[config.mk]
export PLATFORM = sky130hd
export DESIGN_NAME = cascade_timer_bank
export DESIGN_NICKNAME = d
export VERILOG_FILES = /design/src/rtl/ctb_pkg.sv /design/src/rtl/cdt_pair.sv /design/src/rtl/cdt_ctrl.sv /design/src/rtl/cascade_timer_bank.sv
export SDC_FILE = /design/constraint.sdc
export NUM_CORES = 1
export LEC_CHECK = 0
export BUFFER_PORTS_ARGS = -buffer_cell sky130_fd_sc_hd__buf_2
export CAP_MARGIN = 10
export CORE_ASPECT_RATIO = 0.8
export CORE_UTILIZATION = 49
export DETAILED_ROUTE_END_ITERATION = 16
export GPL_TIMING_DRIVEN = 0
export PLACE_DENSITY = 0.69
export SLEW_MARGIN = 20
export SYNTH_ARGS = -nofsm -noshare
export SYNTH_HDL_FRONTEND = slang
export SYNTH_HIERARCHICAL = 1
export SYNTH_SLANG_ARGS = --single-unit
export TNS_END_PERCENT = 20
[constraint.sdc]
create_clock -name clk -period 2.4 [get_ports clk]
set_clock_uncertainty 0.2 [all_clocks]
set_input_delay 0.24 -clock clk [delete_from_list [all_inputs] [get_ports clk]]
set_output_delay 0.24 -clock clk [all_outputs]
set_load 0.03 [all_outputs]
[src/rtl/ctb_pkg.sv]
package ctb_pkg;
  localparam int NUM_TMR = 4;
  localparam int ADDR_W  = 4;
  localparam logic [ADDR_W-1:0] A_CTRL = 4'd8;
  localparam logic [ADDR_W-1:0] A_JOIN = 4'd9;
  localparam logic [ADDR_W-1:0] A_STAT = 4'd10;
endpackage

[src/rtl/cdt_pair.sv]
module cdt_pair #(
  parameter int W           = 8,
  parameter bit ALWAYS_JOIN = 1'b0
) (
  input  logic                clk,
  input  logic                rst,
  input  logic                tick,
  input  logic                join_i,
  input  logic [1:0]          en_i,
  input  logic [1:0]          arl_i,
  input  logic [1:0]          wr_cnt_i,
  input  logic [1:0]          wr_rl_i,
  input  logic [W-1:0]        wdata_i,
  output logic [1:0][W-1:0]   cnt_o,
  output logic [1:0][W-1:0]   rl_o,
  output logic [1:0]          evt_o,
  output logic [1:0]          ss_clr_o
);
  localparam logic [W-1:0]   ONE8  = W'(1);
  localparam logic [2*W-1:0] ONE16 = (2*W)'(1);

  logic [1:0][W-1:0] cnt_q, rl_q, cnt_nx;
  logic              joined;
  logic [2*W-1:0]    v16;

  assign joined = ALWAYS_JOIN | join_i;
  assign v16    = cnt_q;

  always_comb begin
    cnt_nx   = cnt_q;
    evt_o    = '0;
    ss_clr_o = '0;
    if (joined) begin
      if (en_i[0] && tick) begin
        if (v16 <= ONE16) begin
          evt_o[0] = 1'b1;
          cnt_nx   = rl_q;
        end else begin
          cnt_nx = v16 - ONE16;
        end
      end
    end else begin
      for (int i = 0; i < 2; i++) begin
        if (en_i[i] && tick) begin
          if (cnt_q[i] <= ONE8) begin
            evt_o[i] = 1'b1;
            if (arl_i[i]) begin
              cnt_nx[i] = rl_q[i];
            end else begin
              cnt_nx[i]    = '0;
              ss_clr_o[i]  = 1'b1;
            end
          end else begin
            cnt_nx[i] = cnt_q[i] - ONE8;
          end
        end
      end
    end
    for (int i = 0; i < 2; i++) begin
      if (wr_cnt_i[i]) cnt_nx[i] = wdata_i;
    end
  end

  always_ff @(posedge clk) begin
    if (rst) begin
      cnt_q <= '0;
      rl_q  <= '0;
    end else begin
      cnt_q <= cnt_nx;
      for (int i = 0; i < 2; i++) begin
        if (wr_rl_i[i]) rl_q[i] <= wdata_i;
      end
    end
  end

  assign cnt_o = cnt_q;
  assign rl_o  = rl_q;

  for (genvar g = 0; g < 2; g++) begin : g_chk
    assert_step_down_R3: assert property (@(posedge clk) disable iff (rst)
      (!joined && en_i[g] && tick && cnt_q[g] > ONE8 && !wr_cnt_i[g])
      |=> cnt_q[g] == W'($past(cnt_q[g]) - ONE8));
    assert_sw_wins_R9: assert property (@(posedge clk) disable iff (rst)
      wr_cnt_i[g] |=> cnt_q[g] == $past(wdata_i));
    assert_oneshot_zero_R5: assert property (@(posedge clk) disable iff (rst)
      (!joined && evt_o[g] && !arl_i[g] && !wr_cnt_i[g]) |=> cnt_q[g] == '0);
  end

  assert_join_reload_R7: assert property (@(posedge clk) disable iff (rst)
    (joined && evt_o[0] && wr_cnt_i == 2'b00 && wr_rl_i == 2'b00)
    |=> cnt_q == $past(rl_q));
  assert_join_odd_quiet_R7: assert property (@(posedge clk) disable iff (rst)
    joined |-> !evt_o[1] && ss_clr_o == 2'b00);
endmodule

[src/rtl/cdt_ctrl.sv]
module cdt_ctrl #(
  parameter int N = 4,
  parameter int W = 8
) (
  input  logic         clk,
  input  logic         rst,
  input  logic         wr_ctrl_i,
  input  logic         wr_join_i,
  input  logic         wr_stat_i,
  input  logic [W-1:0] wdata_i,
  input  logic [N-1:0] evt_i,
  input  logic [N-1:0] clr_i,
  output logic [N-1:0] en_o,
  output logic [N-1:0] arl_o,
  output logic         join_o,
  output logic [N-1:0] irq_o
);
  logic [N-1:0] en_q, arl_q, irq_q, en_nx, arl_nx, irq_nx, w1c;
  logic         join_q;

  always_comb begin
    en_nx  = wr_ctrl_i ? wdata_i[N-1:0]   : en_q;
    arl_nx = wr_ctrl_i ? wdata_i[2*N-1:N] : arl_q;
    en_nx  = en_nx & ~clr_i;
    w1c    = wr_stat_i ? wdata_i[N-1:0] : '0;
    irq_nx = (irq_q & ~w1c) | evt_i;
  end

  always_ff @(posedge clk) begin
    if (rst) begin
      en_q   <= '0;
      arl_q  <= '0;
      irq_q  <= '0;
      join_q <= 1'b0;
    end else begin
      en_q  <= en_nx;
      arl_q <= arl_nx;
      irq_q <= irq_nx;
      if (wr_join_i) join_q <= wdata_i[0];
    end
  end

  assign en_o   = en_q;
  assign arl_o  = arl_q;
  assign join_o = join_q;
  assign irq_o  = irq_q;

  for (genvar g = 0; g < N; g++) begin : g_chk
    assert_hw_clear_wins_R10: assert property (@(posedge clk) disable iff (rst)
      clr_i[g] |=> !en_q[g]);
    assert_flag_sticky_R6: assert property (@(posedge clk) disable iff (rst)
      (irq_q[g] && !(wr_stat_i && wdata_i[g])) |=> irq_q[g]);
    assert_flag_set_R4: assert property (@(posedge clk) disable iff (rst)
      evt_i[g] |=> irq_q[g]);
  end
endmodule

[src/rtl/cascade_timer_bank.sv]
module cascade_timer_bank
  import ctb_pkg::*;
#(
  parameter int CNT_W = 8
) (
  input  logic               clk,
  input  logic               rst,
  input  logic               tick,
  input  logic               wr_en,
  input  logic [ADDR_W-1:0]  addr,
  input  logic [CNT_W-1:0]   wdata,
  output logic [CNT_W-1:0]   rdata,
  output logic [NUM_TMR-1:0] irq
);
  localparam int NPAIR = NUM_TMR / 2;
  localparam int IDX_W = $clog2(NUM_TMR);

  logic [NUM_TMR-1:0]            en, arl, evt, clr, wr_cnt, wr_rl;
  logic [NUM_TMR-1:0][CNT_W-1:0] cnt, rl;
  logic                          join01;
  logic [CNT_W-1:0]              rd_nx;
  logic [IDX_W-1:0]              idx;

  always_comb begin
    for (int t = 0; t < NUM_TMR; t++) begin
      wr_cnt[t] = wr_en && (addr == ADDR_W'(2 * t));
      wr_rl[t]  = wr_en && (addr == ADDR_W'(2 * t + 1));
    end
  end

  for (genvar p = 0; p < NPAIR; p++) begin : g_pair
    cdt_pair #(.W(CNT_W), .ALWAYS_JOIN(p != 0)) u_pair (
      .clk      (clk),
      .rst      (rst),
      .tick     (tick),
      .join_i   (join01),
      .en_i     (en[2*p+1:2*p]),
      .arl_i    (arl[2*p+1:2*p]),
      .wr_cnt_i (wr_cnt[2*p+1:2*p]),
      .wr_rl_i  (wr_rl[2*p+1:2*p]),
      .wdata_i  (wdata),
      .cnt_o    (cnt[2*p+1:2*p]),
      .rl_o     (rl[2*p+1:2*p]),
      .evt_o    (evt[2*p+1:2*p]),
      .ss_clr_o (clr[2*p+1:2*p])
    );
  end

  cdt_ctrl #(.N(NUM_TMR), .W(CNT_W)) u_ctrl (
    .clk       (clk),
    .rst       (rst),
    .wr_ctrl_i (wr_en && addr == A_CTRL),
    .wr_join_i (wr_en && addr == A_JOIN),
    .wr_stat_i (wr_en && addr == A_STAT),
    .wdata_i   (wdata),
    .evt_i     (evt),
    .clr_i     (clr),
    .en_o      (en),
    .arl_o     (arl),
    .join_o    (join01),
    .irq_o     (irq)
  );

  assign idx = addr[IDX_W:1];

  always_comb begin
    rd_nx = '0;
    if (addr < ADDR_W'(2 * NUM_TMR)) begin
      rd_nx = addr[0] ? rl[idx] : cnt[idx];
    end else if (addr == A_CTRL) begin
      rd_nx = CNT_W'({arl, en});
    end else if (addr == A_JOIN) begin
      rd_nx = CNT_W'(join01);
    end else if (addr == A_STAT) begin
      rd_nx = CNT_W'(irq);
    end
  end

  always_ff @(posedge clk) begin
    if (rst) rdata <= '0;
    else     rdata <= rd_nx;
  end

  assert_upper_pair_quiet_R8: assert property (@(posedge clk) disable iff (rst)
    !evt[NUM_TMR-1]);
  assert_read_no_effect_R2: assert property (@(posedge clk) disable iff (rst)
    (!wr_en && !tick) |=> $stable(cnt) && $stable(rl) && $stable(en));
endmodule

### Yosys cells after proc, flatten, opt, wreduce, memory -nomap -nowiden

Index checks and enable logic that the tools add are counted.
Widths: inputs -> output; s select.

| word-level totals | value |
|---|---|
| register bits after elaboration | 85 |
| input port bits | 16 |
| output and inout bits | 12 |
| logic and storage cells | 102 |

| cells by class | value |
|---|---|
| reductions and logical operators | 20 |
| mux-type cells | 43 |
| $lt $le $gt $ge | 6 |
| equal/unequal tests | 11 |
| bitwise logic cells | 5 |
| $add $sub $neg | 4 |

Operators with widths:

| cell | number |
|---|---|
| $mux 8 | 15 |
| $mux 16 | 5 |
| $bmux 8 s2 | 2 |
| $le 16x1->1 const B | 2 |
| $sub 16x1->16 const B | 2 |
| $eq 4x3->1 const B | 4 |
| $le 8x1->1 const B | 2 |
| $mux 1 | 16 |
| $mux 4 | 4 |
| $sub 8x1->8 const B | 2 |
| $logic_and 1x1->1 | 14 |
| $eq 4x4->1 const B | 3 |
| $and 4x4->4 | 2 |
| $eq 4x2->1 const B | 2 |
| $reduce_bool 2->1 | 3 |
| $eq 4x1->1 const B | 1 |
| $logic_not 4->1 | 1 |
| $lt 4x4->1 const B | 1 |
| $not 2->4 | 1 |
| $not 4->4 | 1 |
| $or 4x3->4 | 1 |
| $lt 2x3->1 const B | 1 |
| $ne 3x3->1 const B | 1 |
| $reduce_bool 3->1 | 1 |
| 2 further kinds | 2 |

### Depth between registers and ports, before layout

| depth | value |
|---|---|
| word-level depth | 6 |
| gate-level depth with buffers | 10 |
| depth with buffers taken out | 8 |

### Modules after synthesis

Netlist, hierarchy kept.

By module, submodules not included:

| module | instances | cells each | sequential area each (um2) | area an instance (um2) |
|---|---|---|---|---|
| cdt_pair at g_pair[0].u_pair | 1 | 289 | 640.6 | 2289.7 |
| cdt_pair at g_pair[1].u_pair | 1 | 229 | 640.6 | 1800.5 |
| cascade_timer_bank | 1 | 114 | 160.2 | 1007.2 |
| cdt_ctrl | 1 | 45 | 260.2 | 503.0 |

### Least setup slack after synthesis

No wires, ideal clock.

| timing | value |
|---|---|
| kind | flip-flop to flip-flop |
| start | register g_pair[0].u_pair.cnt_q, in the netlist g_pair[0].u_pair/cnt_o[8] |
| end | register g_pair[0].u_pair.cnt_q, in the netlist g_pair[0].u_pair/cnt_o[9] |
| required time | 2.083 ns |
| arrival time | 2.035 ns |
| clock period less this slack | 2.352 ns |
| path slack | 0.048 ns |
| setup time | 0.117 ns |
| stages on the path, launching flop included | 8 |
| path buffers | 0 |
| cells stage by stage | dfxtp_1 > inv_1 > ha_1 > or3b_2 > nor2_1 > nand2_1 > a221o_1 > a22o_1 |

| between the ends | value |
|---|---|
| cells in the longest elaborated chain, start to end | 5 |
| elaborated cells on any way between the ends | 10 |
| those cells by class | add/sub: 2; order compare: 2; mux: 6 |

Ends and longest elaborated chain:

| element | line | RTL |
|---|---|---|
| from (decl) | cdt_pair.sv:22 | `logic [1:0][W-1:0] cnt_q, rl_q, cnt_nx;` |
| from (signal assigned) | cdt_pair.sv:69 | `cnt_q <= cnt_nx;` |
| $sub 16x1->16, or another cell as far along | cdt_pair.sv:39 | `cnt_nx = v16 - ONE16;` |
| $mux 16 or $mux 8 (tied branches) | cdt_pair.sv:35, cdt_pair.sv:45 |  |
| $mux 16 or $mux 8 (tied branches) | cdt_pair.sv:34, cdt_pair.sv:44 |  |
| $mux 16 (*) | cdt_pair.sv:33 | `if (joined) begin` |
| $mux 8 (*) | cdt_pair.sv:60 | `if (wr_cnt_i[i]) cnt_nx[i] = wdata_i;` |

Every way passes the cells marked *; elsewhere a longest branch is shown, timed or not. The select of a mux whose other input is x is not followed.
A chain may end at the register's enable or synchronous reset.

### Worst setup path after layout

Same ends and word-level chain as after synthesis.

==> metrics.md <==
| Metric | Value |
|---|---|
| Outcome | finished with violations |
| Failing checks | negative setup slack |
| Reg2reg start | g_pair[0].u_pair/cnt_o[8] |
| Initial antenna violation count | 0 |
| Post-synth EDFFs | 0 |
| Critical path origin | g_pair[0].u_pair/cnt_o[8] |
| Synth Flop Type | dfxtp_1 |
| Final hold violation count | 0 |
| First-pass GRT wire length | 30500 um |
| End of the critical path | g_pair[0].u_pair/cnt_o[9] |
| WP data arrival | 2.45 ns |
| Vias | 5727 |
| GR Util All Layers | 34.4% |
| 1st-iter DRT viols | 793 |
| Max-cap violations | 0 |
| Post-layout min period | 2.41 ns |
| R2R setup slack | -0.007 ns |
| Adder-Cell Fraction of Synth Area | 1.34% |
| Maximum vdd drop | 0.527 mV |
| Clk_lat worst skew | 0.35 ns |
| Syn Area/Cell | 8.27 um2 |
| Hold crit path type | input port to flip-flop |
| Synth Area in XOR/XNOR | 2.97% |
| # hold bufs at CTS | 0 |
| Leak | 0.00245 uW |
| Register area share after synthesis | 30.4% |
| Core box area | 0.0110 mm2 |
| Worst Setup End Kind | flip-flop |
| Synth-to-layout area growth | 15.2% |
| Row count | 34 |
| #FFs+latches synth | 85 |
| DR vias/cell | 6.55 |
| RSZ-0062 raised after global routing | true |
| Final non-filler cell total | 874 |
| Final setup fails | 1 |
| Syn Std Cell Area | 0.00560 mm2 |
| Detailed-route DRC error count | 0 |
| Layout cells sized above 1 | 18.5% |
| Wire per inst | 22.7 um |
| Fin Setup TNS | -0.00683 ns |
| Post-DP HPWL | 14100 um |
| F_max | 415 MHz |
| Final worst path period share | 100% |
| Synth top area cells | dfxtp_1 (30%), mux2i_1 (12%), nor2_1 (6.8%), a21oi_1 (4.2%), nand2_1 (3.3%) |
| Worst-path clk slew | 0.08 ns |
| Die H | 97.6 um |
| CTS Root Cell | clkbuf_16 |
| ANT cells | 0 |
| Top cell type by total area after synthesis | dfxtp_1 |
| Power Dens Cells | 560 mW/mm2 |
| Die area | 0.0119 mm2 |
| CTS Buf Count | 9 |
| TritonRoute pass-1 iters | 6 |
| Slowest cell on crit path | or3b_4 |
| Syn. warnings | 6 |
| CP delay by family, top | simple AND/OR/NAND/NOR gates |
| Multiplexer share of the synthesized area | 14.9% |
| Final net count | 747 |
| Worst Setup Start Kind | flip-flop |
| Least-Margin Pin Slew | 0.705 ns |
| Hold Slack | 0.0190 ns |
| WP depth | 7 |
| CTS tree | done |
| Synth async-reset ratio | 0% |
| Die Wd | 122 um |
| H-Tree Depth | 3 |
| Ports | 28 |
| Mapped Cells | 677 |
| Largest net degree at the start of global routing | 17 |
| Final global-route overflow total | 0 |
| Complex-gate fraction of the synthesized area | 20.4% |
| Port bufs | 24 |
| Reg2Reg Depth | 7 |
| Unique cell type count in the Yosys netlist | 84 |
| Worst path required time | 2.44 ns |
| Slew margin rel. | 53.0% |
| Drt total wl | 19800 um |
| Buf/Inv on CP | 1 |
| CTS max path bufs | 2 |
| Post-DRT Antenna Nets | 0 |
| DP Cell Count | 847 |
| CTS sink cnt | 85 |
| Max FO, Critical Path | 9 |
| Worst Setup Path Type | flip-flop to flip-flop |
| Initial core utilization | 50.8% |
| Routability Congestion | 0.953 |
| Yosys top cell area share | 30.4% |
| Cells along the critical path | inv_2 > ha_4 > or3b_4 > nor2_4 > nand2_2 > a221o_1 > a22o_1 |
| Synth Area in Simple Gates | 22.8% |
| Worst path max stage delay | 0.43 ns |
| Largest family of logic cells by synthesized area | simple AND/OR/NAND/NOR gates |
| Post-Place Worst Slack | -0.488 ns |
| RR Endpoint | g_pair[0].u_pair/cnt_o[9] |
| Pins Over Slew Limit | 0 |
| Vias in the first global route | 5305 |
| Worst Setup Slack, final | -0.00683 ns |
## worst min-delay path by stage
| stage | from | end | slack (ns) | depth (start not counted) |
|---|---|---|---|---|
| finish | rst | u_ctrl/irq_o[2] | 0.02 | 2 |
| global route | rst | u_ctrl/irq_o[3] | 0.02 | 2 |
| CTS | rst | u_ctrl/irq_o[0] | 0.0009 | 2 |
| detailed placement | u_ctrl/arl_o[2] | rdata[6] | 0.25 | 2 |
| global placement | u_ctrl/arl_o[2] | rdata[6] | 0.25 | 2 |
| floorplan | rst | u_ctrl/irq_o[0] | 0.12 | 1 |
## kinds of logic after synthesis
kind of cell               after synthesis
adders and majority gates                6
xor gates and xnor gates                19
AOI/OAI and AO/OA                      165
buffers and inverters                   71
DFF                                     85
other                                    1
muxes                                   77
and+or+nand+nor                        253
## layout by cell type (no fill, tap or decap), types with 8 or more instances in the layout
master,netlist,layout
a21oi_1,47,46
buf_2,4,28
buf_4,6,20
buf_6,10,8
clkbuf_1,26,26
clkbuf_16,0,9
dfxtp_1,85,80
inv_1,17,16
mux2i_1,68,68
nand2_1,49,47
nand2b_1,8,8
nand3_1,9,8
nor2_1,102,99
nor3_1,19,16
nor4_1,8,8
o21ai_0,15,15
o21ai_1,11,10
o22ai_1,18,18
or3_1,10,10
xnor2_1,11,11
xor2_1,8,8
## cell usage after synthesis, types with 5 or more instances
library cell	count
nor2_1	102
dfxtp_1	85
mux2i_1	68
nand2_1	49
a21oi_1	47
clkbuf_1	26
nor3_1	19
o22ai_1	18
inv_1	17
o21ai_0	15
o21ai_1	11
xnor2_1	11
buf_6	10
or3_1	10
nand3_1	9
nand2b_1	8
nor4_1	8
xor2_1	8
a221oi_1	7
nand3b_1	7
o31ai_1	7
a211oi_1	6
a31oi_1	6
buf_4	6
ha_1	6
nor3_2	6
mux2_2	5
## report_power, final
part	internal (uW)	switching [uW]
combinational	239	401
sequential	1430	32.3
clock	856	652
## final cells by class
| cell class | instances | area (um2) |
|---|---|---|
| clock inverters | 6 | 78.8 |
| fillers | 975 | 4570 |
| inverters | 18 | 67.6 |
| well taps | 144 | 180 |
| plain buffers | 50 | 310 |
| repair buffers | 38 | 225 |
| clock buffers | 10 | 239 |
| multi-input cells | 523 | 3640 |
| flip-flops and latches | 85 | 1710 |
## timing repair
item,in CTS,in global routing
buffers inserted,2,12
setup endpoints to repair,19,24
pin swaps,5,14
gates resized for setup,22,13
cloned,0,0
## through the flow
step,total power [uW],instance area (um2),utilization (%)
floorplan,1890,5610,-
global placement,2050,5910,53.6
detailed placement,2060,5910,53.6
CTS,3580,6330,57.5
global route,3720,6450,58.5
finish,3610,6450,58.5
## registers in the layout, summed over array words and instances (netlist names)
signal	flops
g_pair.u_pair/cnt_o	32
g_pair.u_pair/rl_o	32
u_ctrl/irq_o	4
u_ctrl/en_o	4
rdata	8
u_ctrl/join_o	1
u_ctrl/arl_o	4
## per-layer routing
layer | part of all wire (%) | track usage, % | up-vias | wire [um]
met5 | 0 | 0 | - | 0
met3 | 13 | 10.4 | 45 | 2520
met2 | 40 | 46.9 | 386 | 8020
li1 | - | - | 2576 | -
met1 | 45 | 51.0 | 2720 | 8860
met4 | 2.1 | 10.8 | 0 | 425
Power figures use the tool's default switching activity.
